<file path="src/rtl/rmw_pkg.sv">
package rmw_pkg;
  typedef enum logic [2:0] {
    OP_INC  = 3'd0,
    OP_DEC  = 3'd1,
    OP_SHL  = 3'd2,
    OP_SHR  = 3'd3,
    OP_ROL  = 3'd4,
    OP_ROR  = 3'd5,
    OP_SP6  = 3'd6,
    OP_SP7  = 3'd7
  } rmw_op_e;

  typedef enum logic [1:0] {
    ST_IDLE  = 2'd0,
    ST_READ  = 2'd1,
    ST_ECHO  = 2'd2,
    ST_FINAL = 2'd3
  } rmw_state_e;
endpackage

</file>
<file path="src/rtl/rmw_alu.sv">
module rmw_alu
  import rmw_pkg::*;
#(
  parameter int DATA_W = 8
) (
  input  rmw_op_e             op,
  input  logic [DATA_W-1:0]   val,
  input  logic                cin,
  output logic [DATA_W-1:0]   res,
  output logic                cout,
  output logic                zero,
  output logic                neg
);
  localparam int MSB = DATA_W - 1;

  always_comb begin
    res  = val;
    cout = cin;
    unique case (op)
      OP_INC: res = val + 1'b1;
      OP_DEC: res = val - 1'b1;
      OP_SHL: begin res = {val[MSB-1:0], 1'b0}; cout = val[MSB]; end
      OP_SHR: begin res = {1'b0, val[MSB:1]};   cout = val[0];   end
      OP_ROL: begin res = {val[MSB-1:0], cin};  cout = val[MSB]; end
      OP_ROR: begin res = {cin, val[MSB:1]};    cout = val[0];   end
      default: begin res = val; cout = cin; end
    endcase
  end

  assign zero = (res == '0);
  assign neg  = res[MSB];
endmodule

</file>
<file path="src/rtl/rmw_fsm.sv">
module rmw_fsm
  import rmw_pkg::*;
(
  input  logic clk,
  input  logic rst_n,
  input  logic start,
  input  logic acc_mode,
  output logic idle,
  output logic load_mem,
  output logic load_acc,
  output logic rd_cyc,
  output logic echo_cyc,
  output logic final_cyc,
  output logic done
);
  rmw_state_e state_q;

  assign idle      = (state_q == ST_IDLE);
  assign load_mem  = idle && start && !acc_mode;
  assign load_acc  = idle && start && acc_mode;
  assign rd_cyc    = (state_q == ST_READ);
  assign echo_cyc  = (state_q == ST_ECHO);
  assign final_cyc = (state_q == ST_FINAL);

  always_ff @(posedge clk) begin
    if (!rst_n) begin
      state_q <= ST_IDLE;
      done    <= 1'b0;
    end else begin
      done <= load_acc || final_cyc;
      unique case (state_q)
        ST_IDLE:  if (load_mem) state_q <= ST_READ;
        ST_READ:  state_q <= ST_ECHO;
        ST_ECHO:  state_q <= ST_FINAL;
        default:  state_q <= ST_IDLE;
      endcase
    end
  end
endmodule

</file>
<file path="src/rtl/rmw_seq.sv">
module rmw_seq
  import rmw_pkg::*;
#(
  parameter int ADDR_W = 16,
  parameter int DATA_W = 8
) (
  input  logic              clk,
  input  logic              rst_n,
  input  logic              start,
  input  logic [2:0]        op,
  input  logic              acc_mode,
  input  logic [ADDR_W-1:0] addr_in,
  input  logic [DATA_W-1:0] acc_in,
  input  logic              carry_in,
  output logic [ADDR_W-1:0] bus_addr,
  input  logic [DATA_W-1:0] bus_rdata,
  output logic [DATA_W-1:0] bus_wdata,
  output logic              bus_we,
  output logic              bus_re,
  output logic [DATA_W-1:0] acc_out,
  output logic              busy,
  output logic              done,
  output logic              flag_c,
  output logic              flag_z,
  output logic              flag_n
);
  logic idle, load_mem, load_acc, rd_cyc, echo_cyc, final_cyc;
  logic [ADDR_W-1:0] addr_q;
  rmw_op_e           op_q;
  logic              cin_q;
  logic [DATA_W-1:0] orig_q;

  rmw_op_e           alu_op;
  logic [DATA_W-1:0] alu_in, alu_res;
  logic              alu_cin, alu_cout, alu_zero, alu_neg;

  rmw_fsm u_fsm (
    .clk       (clk),
    .rst_n     (rst_n),
    .start     (start),
    .acc_mode  (acc_mode),
    .idle      (idle),
    .load_mem  (load_mem),
    .load_acc  (load_acc),
    .rd_cyc    (rd_cyc),
    .echo_cyc  (echo_cyc),
    .final_cyc (final_cyc),
    .done      (done)
  );

  // While idle the ALU serves the accumulator form; otherwise the latched request.
  assign alu_op  = idle ? rmw_op_e'(op) : op_q;
  assign alu_in  = idle ? acc_in : orig_q;
  assign alu_cin = idle ? carry_in : cin_q;

  rmw_alu #(.DATA_W(DATA_W)) u_alu (
    .op   (alu_op),
    .val  (alu_in),
    .cin  (alu_cin),
    .res  (alu_res),
    .cout (alu_cout),
    .zero (alu_zero),
    .neg  (alu_neg)
  );

  always_ff @(posedge clk) begin
    if (!rst_n) begin
      addr_q  <= '0;
      op_q    <= OP_INC;
      cin_q   <= 1'b0;
      orig_q  <= '0;
      acc_out <= '0;
      flag_c  <= 1'b0;
      flag_z  <= 1'b0;
      flag_n  <= 1'b0;
    end else begin
      if (load_mem) begin
        addr_q <= addr_in;
        op_q   <= rmw_op_e'(op);
        cin_q  <= carry_in;
      end
      if (rd_cyc) orig_q <= bus_rdata;
      if (load_acc) acc_out <= alu_res;
      if (load_acc || final_cyc) begin
        flag_c <= alu_cout;
        flag_z <= alu_zero;
        flag_n <= alu_neg;
      end
    end
  end

  assign busy      = !idle;
  assign bus_addr  = addr_q;
  assign bus_re    = rd_cyc;
  assign bus_we    = echo_cyc || final_cyc;
  assign bus_wdata = final_cyc ? alu_res : (echo_cyc ? orig_q : '0);
endmodule

</file>
<file path="config.mk">
export PLATFORM = sky130hd
export DESIGN_NAME = rmw_seq
export DESIGN_NICKNAME = d
export VERILOG_FILES = /design/src/rtl/rmw_pkg.sv /design/src/rtl/rmw_alu.sv /design/src/rtl/rmw_fsm.sv /design/src/rtl/rmw_seq.sv
export SDC_FILE = /design/constraint.sdc
export NUM_CORES = 1
export LEC_CHECK = 0
export BUFFER_PORTS_ARGS = -buffer_cell sky130_fd_sc_hd__buf_2
export CAP_MARGIN = 30
export CORE_MARGIN = 3
export CORE_UTILIZATION = 35
export DETAILED_ROUTE_END_ITERATION = 8
export SYNTH_ARGS = -nofsm -noshare
export SYNTH_HDL_FRONTEND = slang
export SYNTH_SLANG_ARGS = --single-unit
export TNS_END_PERCENT = 1
</file>
<file path="constraint.sdc">
create_clock -name clk -period 4.65 [get_ports clk]
set_clock_uncertainty 0.2 [all_clocks]
set_input_delay 0.2325 -clock clk [delete_from_list [all_inputs] [get_ports clk]]
set_output_delay 0.2325 -clock clk [all_outputs]
set_load 0.01 [all_outputs]
</file>
==> Implementation_results.wiki <==
{| class="wikitable"
! Metric !! Value
|-
| Timing-limited maximum frequency || 230 MHz
|-
| Sequential cell area in the final layout || approximately 840 sq um
|-
| Vias/cell || 5.10
|-
| Final hold violations || 0
|-
| Final nets || around 490
|-
| Pin count of the biggest net entering global routing || 41
|-
| Hold depth || 3
|-
| Mean routed wirelength per cell || 14.5 um
|-
| Drc violations || 0
|-
| Relative contribution of the clock network to total power || 27.1%
|-
| Detailed-route via count || approximately 2700
|-
| Number of DRC violations after detailed-routing iteration 0 || roughly 120
|-
| Worst slew margin || 41.8%
|-
| Worst setup timing slack at the placement stage || about 650 ps
|-
| Synth Instances || 337
|-
| Share of async-settable or async-resettable flops after synthesis || 0%
|-
| CTS clock-pin slew for the worst setup and hold paths || approximately 90 ps
|-
| Max Transition Viols Final || 0
|-
| Most common cell after layout, fill and taps aside || sky130_fd_sc_hd__buf_2
|-
| Antenna violations before repair || 0
|-
| Clock buffers created by TritonCTS || 5
|-
| Count of inserted antenna diode cells || 0
|-
| Residual antenna-violating net count after detailed routing || 0
|-
| Post-synthesis cell type with the largest combined area || sky130_fd_sc_hd__dfxtp_1
|-
| Hold Crit Start || op[2]
|-
| Worst Setup Slack, final || 302 ps
|-
| Top library cells by usage in the layout, fill and taps aside || 78 x sky130_fd_sc_hd__buf_2, 70 x sky130_fd_sc_hd__nand2_1, 42 x sky130_fd_sc_hd__dfxtp_1
|-
| Number of distinct library cells after synthesis || 57
|-
| Final setup viols || 0
|-
| Overall fraction of global-route tracks in use || 18.3%
|-
| Core Region || 0.00698 sq mm
|-
| Internal || between 0.7 and 0.8 mW
|-
| Unrepaired setup endpoints after global routing || no
|-
| Standby leakage power || 1.56 nW
|-
| Area of the multi-input gates || 0.00163 sq mm
|-
| Clock tree from TritonCTS || built
|-
| Filler cell count || 697
|-
| Maximum fanout along the worst path || 14
|-
| Data arrival, critical path || 3920 ps
|-
| Area Overhead vs Synth || 34.1%
|-
| Remaining global-route overflow || 0
|-
| Origin of the critical flop-to-flop path || u_fsm.state_q[0]
|-
| CP Class || register to output pin
|-
| Worst slew pin tran || 872 ps
|-
| Max H-tree Level || 2
|-
| Psw || roughly 0.35 mW
|-
| CTS max path bufs || 2
|-
| Top cell type's share of synthesized area || between 30% and 40%
|-
| Top Ports || 79
|-
| Worst ir drop on vdd || 0.163 mV
|-
| Width of the chip || 92.2 um
|-
| Post-detailed-placement cell area || approximately 0.0031 sq mm
|-
| Top flip-flop cell by instance count after synthesis || sky130_fd_sc_hd__dfxtp_1
|-
| Number of buffers inserted by port buffering || 78
|-
| Clk Tree Root Cell || sky130_fd_sc_hd__clkbuf_8
|-
| DP HPWL || 5760 um
|-
| Final worst-path cycle share || 93.5%
|-
| Seq cells post-synth || 42
|-
| Number of search-and-repair iterations in the first detailed-routing pass || 4
|-
| Die height || 92.2 um
|-
| First-pass GRT wire length || 12700 um
|-
| Run status || completed
|-
| Mapped Area || 0.00260 sq mm
|-
| Row cnt || 30
|-
| Setup TNS after final layout || 0 ps
|-
| Class of the most critical hold timing path || input port to register
|-
| Layout cells sized above 1 || between 20% and 30%
|-
| Number of nets produced by synthesis || 387
|-
| Required @ worst endpoint || ~4200 ps
|-
| Avg Inst Size Synth || 7.72 sq um
|-
| Number of enable-type register cells in the synthesized netlist || 0
|-
| Setup crit end kind || output pin
|-
| Register-to-Register Path Depth || 13
|-
| Synthesis warning total || 0
|-
| DIE AREA || 0.00850 sq mm
|-
| Part of the Yosys area used for sequential elements || roughly 32%
|-
| Clock sink total || 42
|-
| Kind of start point of the critical path || register
|-
| Proportion of power drawn by flip-flops and latches || approximately 38%
|-
| Final Core Density || about half
|-
| Initial Util || 37.3%
|-
| First element of the critical path || u_fsm.state_q[0]
|-
| Clock latency at the later pin of the worst-skew pair || just under 300 ps
|-
| Via count of the first global-routing pass || roughly 2600
|-
| Top post-synthesis cells by area || sky130_fd_sc_hd__dfxtp_1 32%, sky130_fd_sc_hd__nand2_1 10%, sky130_fd_sc_hd__mux2i_1 8.1%
|-
| Final design instance area without fill || 0.00349 sq mm
|-
| Final GP Congestion || 0.891
|-
| Relative contribution of combinational cells to total power || 35.3%
|-
| Pwr Density || 303 mW/mm^2
|-
| Switching Fraction || between 30 and 40%
|-
| Count of maximum capacitance violations || 0
|-
| Minimum period implied by the final worst setup slack || 4350 ps
|-
| Total Wirelength || 7800 um
|}
through the flow:
stage | hold slack, ps | cells | total power, mW
after floorplan | 154 | 337 | 0.644
after global placement | 239 | 504 | 0.754
after detailed placement | 244 | 504 | 0.756
after CTS | 9.42 | 538 | 1.06
after global routing | 15.3 | 538 | 1.12
final | 12.7 | 538 | 1.06
final cells by class:
class	instances	area share (%)
well taps	96	3.44
repair buffers	115	21.0
inverters	13	1.40
clock inverters	2	1.08
multi-input cells	264	46.9
flip-flops and latches	42	24.1
clock buffers	6	2.08
final timing paths:
kind                                endpoint  slack [ps]
worst max-delay path            bus_wdata[7]         300
worst min-delay path                 op_q[2]          10
worst max register to register        flag_z         670
worst min register to register  bus_addr[12]         260
logic make-up after synthesis:
logic type	Yosys count	share of synthesized area [%]
flip-flops	42	32.3
AO/OA/AOI/OAI	84	19.6
multiplexers	31	12.9
adder cells (fa/ha/maj)	11	5.48
AND/OR/NAND/NOR	134	23.2
buffers and inverters	31	5.10
XOR/XNOR	4	1.35
what timing repair did:
action                                  in CTS  in global routing
resized for setup                            0                  1
hold buffers                                26                  0
endpoints found under the setup margin       0                  1
buffers inserted                             0                  0
hold endpoints to repair                    26                  0
cell usage after synthesis (2+ instances only):
cell type,number
sky130_fd_sc_hd__a211oi_1,8
sky130_fd_sc_hd__a21o_1,2
sky130_fd_sc_hd__a21oi_1,38
sky130_fd_sc_hd__a221oi_1,2
sky130_fd_sc_hd__a311oi_1,2
sky130_fd_sc_hd__a31oi_1,2
sky130_fd_sc_hd__and2_1,3
sky130_fd_sc_hd__and3_1,2
sky130_fd_sc_hd__buf_6,2
sky130_fd_sc_hd__clkbuf_1,14
sky130_fd_sc_hd__dfxtp_1,42
sky130_fd_sc_hd__ha_1,9
sky130_fd_sc_hd__inv_1,11
sky130_fd_sc_hd__inv_2,2
sky130_fd_sc_hd__mux2_2,8
sky130_fd_sc_hd__mux2i_1,21
sky130_fd_sc_hd__nand2_1,70
sky130_fd_sc_hd__nand3_1,7
sky130_fd_sc_hd__nor2_1,29
sky130_fd_sc_hd__nor3_1,6
sky130_fd_sc_hd__o21a_1,2
sky130_fd_sc_hd__o21ai_0,16
sky130_fd_sc_hd__o21ai_1,2
sky130_fd_sc_hd__o221ai_1,2
sky130_fd_sc_hd__xnor2_1,3
power groups by stage:
stage | combinational, mW | clock (mW) | sequential [mW]
global route | 0.411 | 0.310 | 0.401
finish | 0.373 | 0.286 | 0.397
floorplan | 0.232 | 0 | 0.412
detailed placement | 0.350 | 0 | 0.406
CTS | 0.368 | 0.295 | 0.398
global placement | 0.349 | 0 | 0.405
worst max-delay path, cell delays in order, from the launching register on:
cell and delay, ps:
sky130_fd_sc_hd__dfxtp_1 370, sky130_fd_sc_hd__inv_1 90, sky130_fd_sc_hd__ha_1 340, sky130_fd_sc_hd__or4b_4 560, sky130_fd_sc_hd__nand2_2 260, sky130_fd_sc_hd__ha_1 350
sky130_fd_sc_hd__a21o_1 210, sky130_fd_sc_hd__o21ai_0 240, sky130_fd_sc_hd__nor2b_1 260, sky130_fd_sc_hd__a311o_1 230, sky130_fd_sc_hd__mux2i_1 340, sky130_fd_sc_hd__nand3_1 110
sky130_fd_sc_hd__o21ai_1 110, sky130_fd_sc_hd__buf_2 150
flip-flops by register name, indices dropped and copies added, names as in the netlist:
| register | cells |
|---|---|
| cin_q | 1 |
| op_q | 3 |
| flag_z | 1 |
| bus_addr | 16 |
| u_fsm.done | 1 |
| flag_c | 1 |
| u_fsm.state_q | 2 |
| flag_n | 1 |
| acc_out | 8 |
| orig_q | 8 |
routing by layer:
| metal | vias to the layer above | GRT usage, % | share of wire, % |
|---|---|---|---|
| li1 | 1400 | - | - |
| met1 | 1251 | 24.1 | 46 |
| met2 | 92 | 30.7 | 48 |
| met3 | 0 | 4.51 | 6.8 |
| met4 | 0 | 3.22 | 0 |
| met5 | - | 0 | 0 |
(Power assumes the default switching activity.)
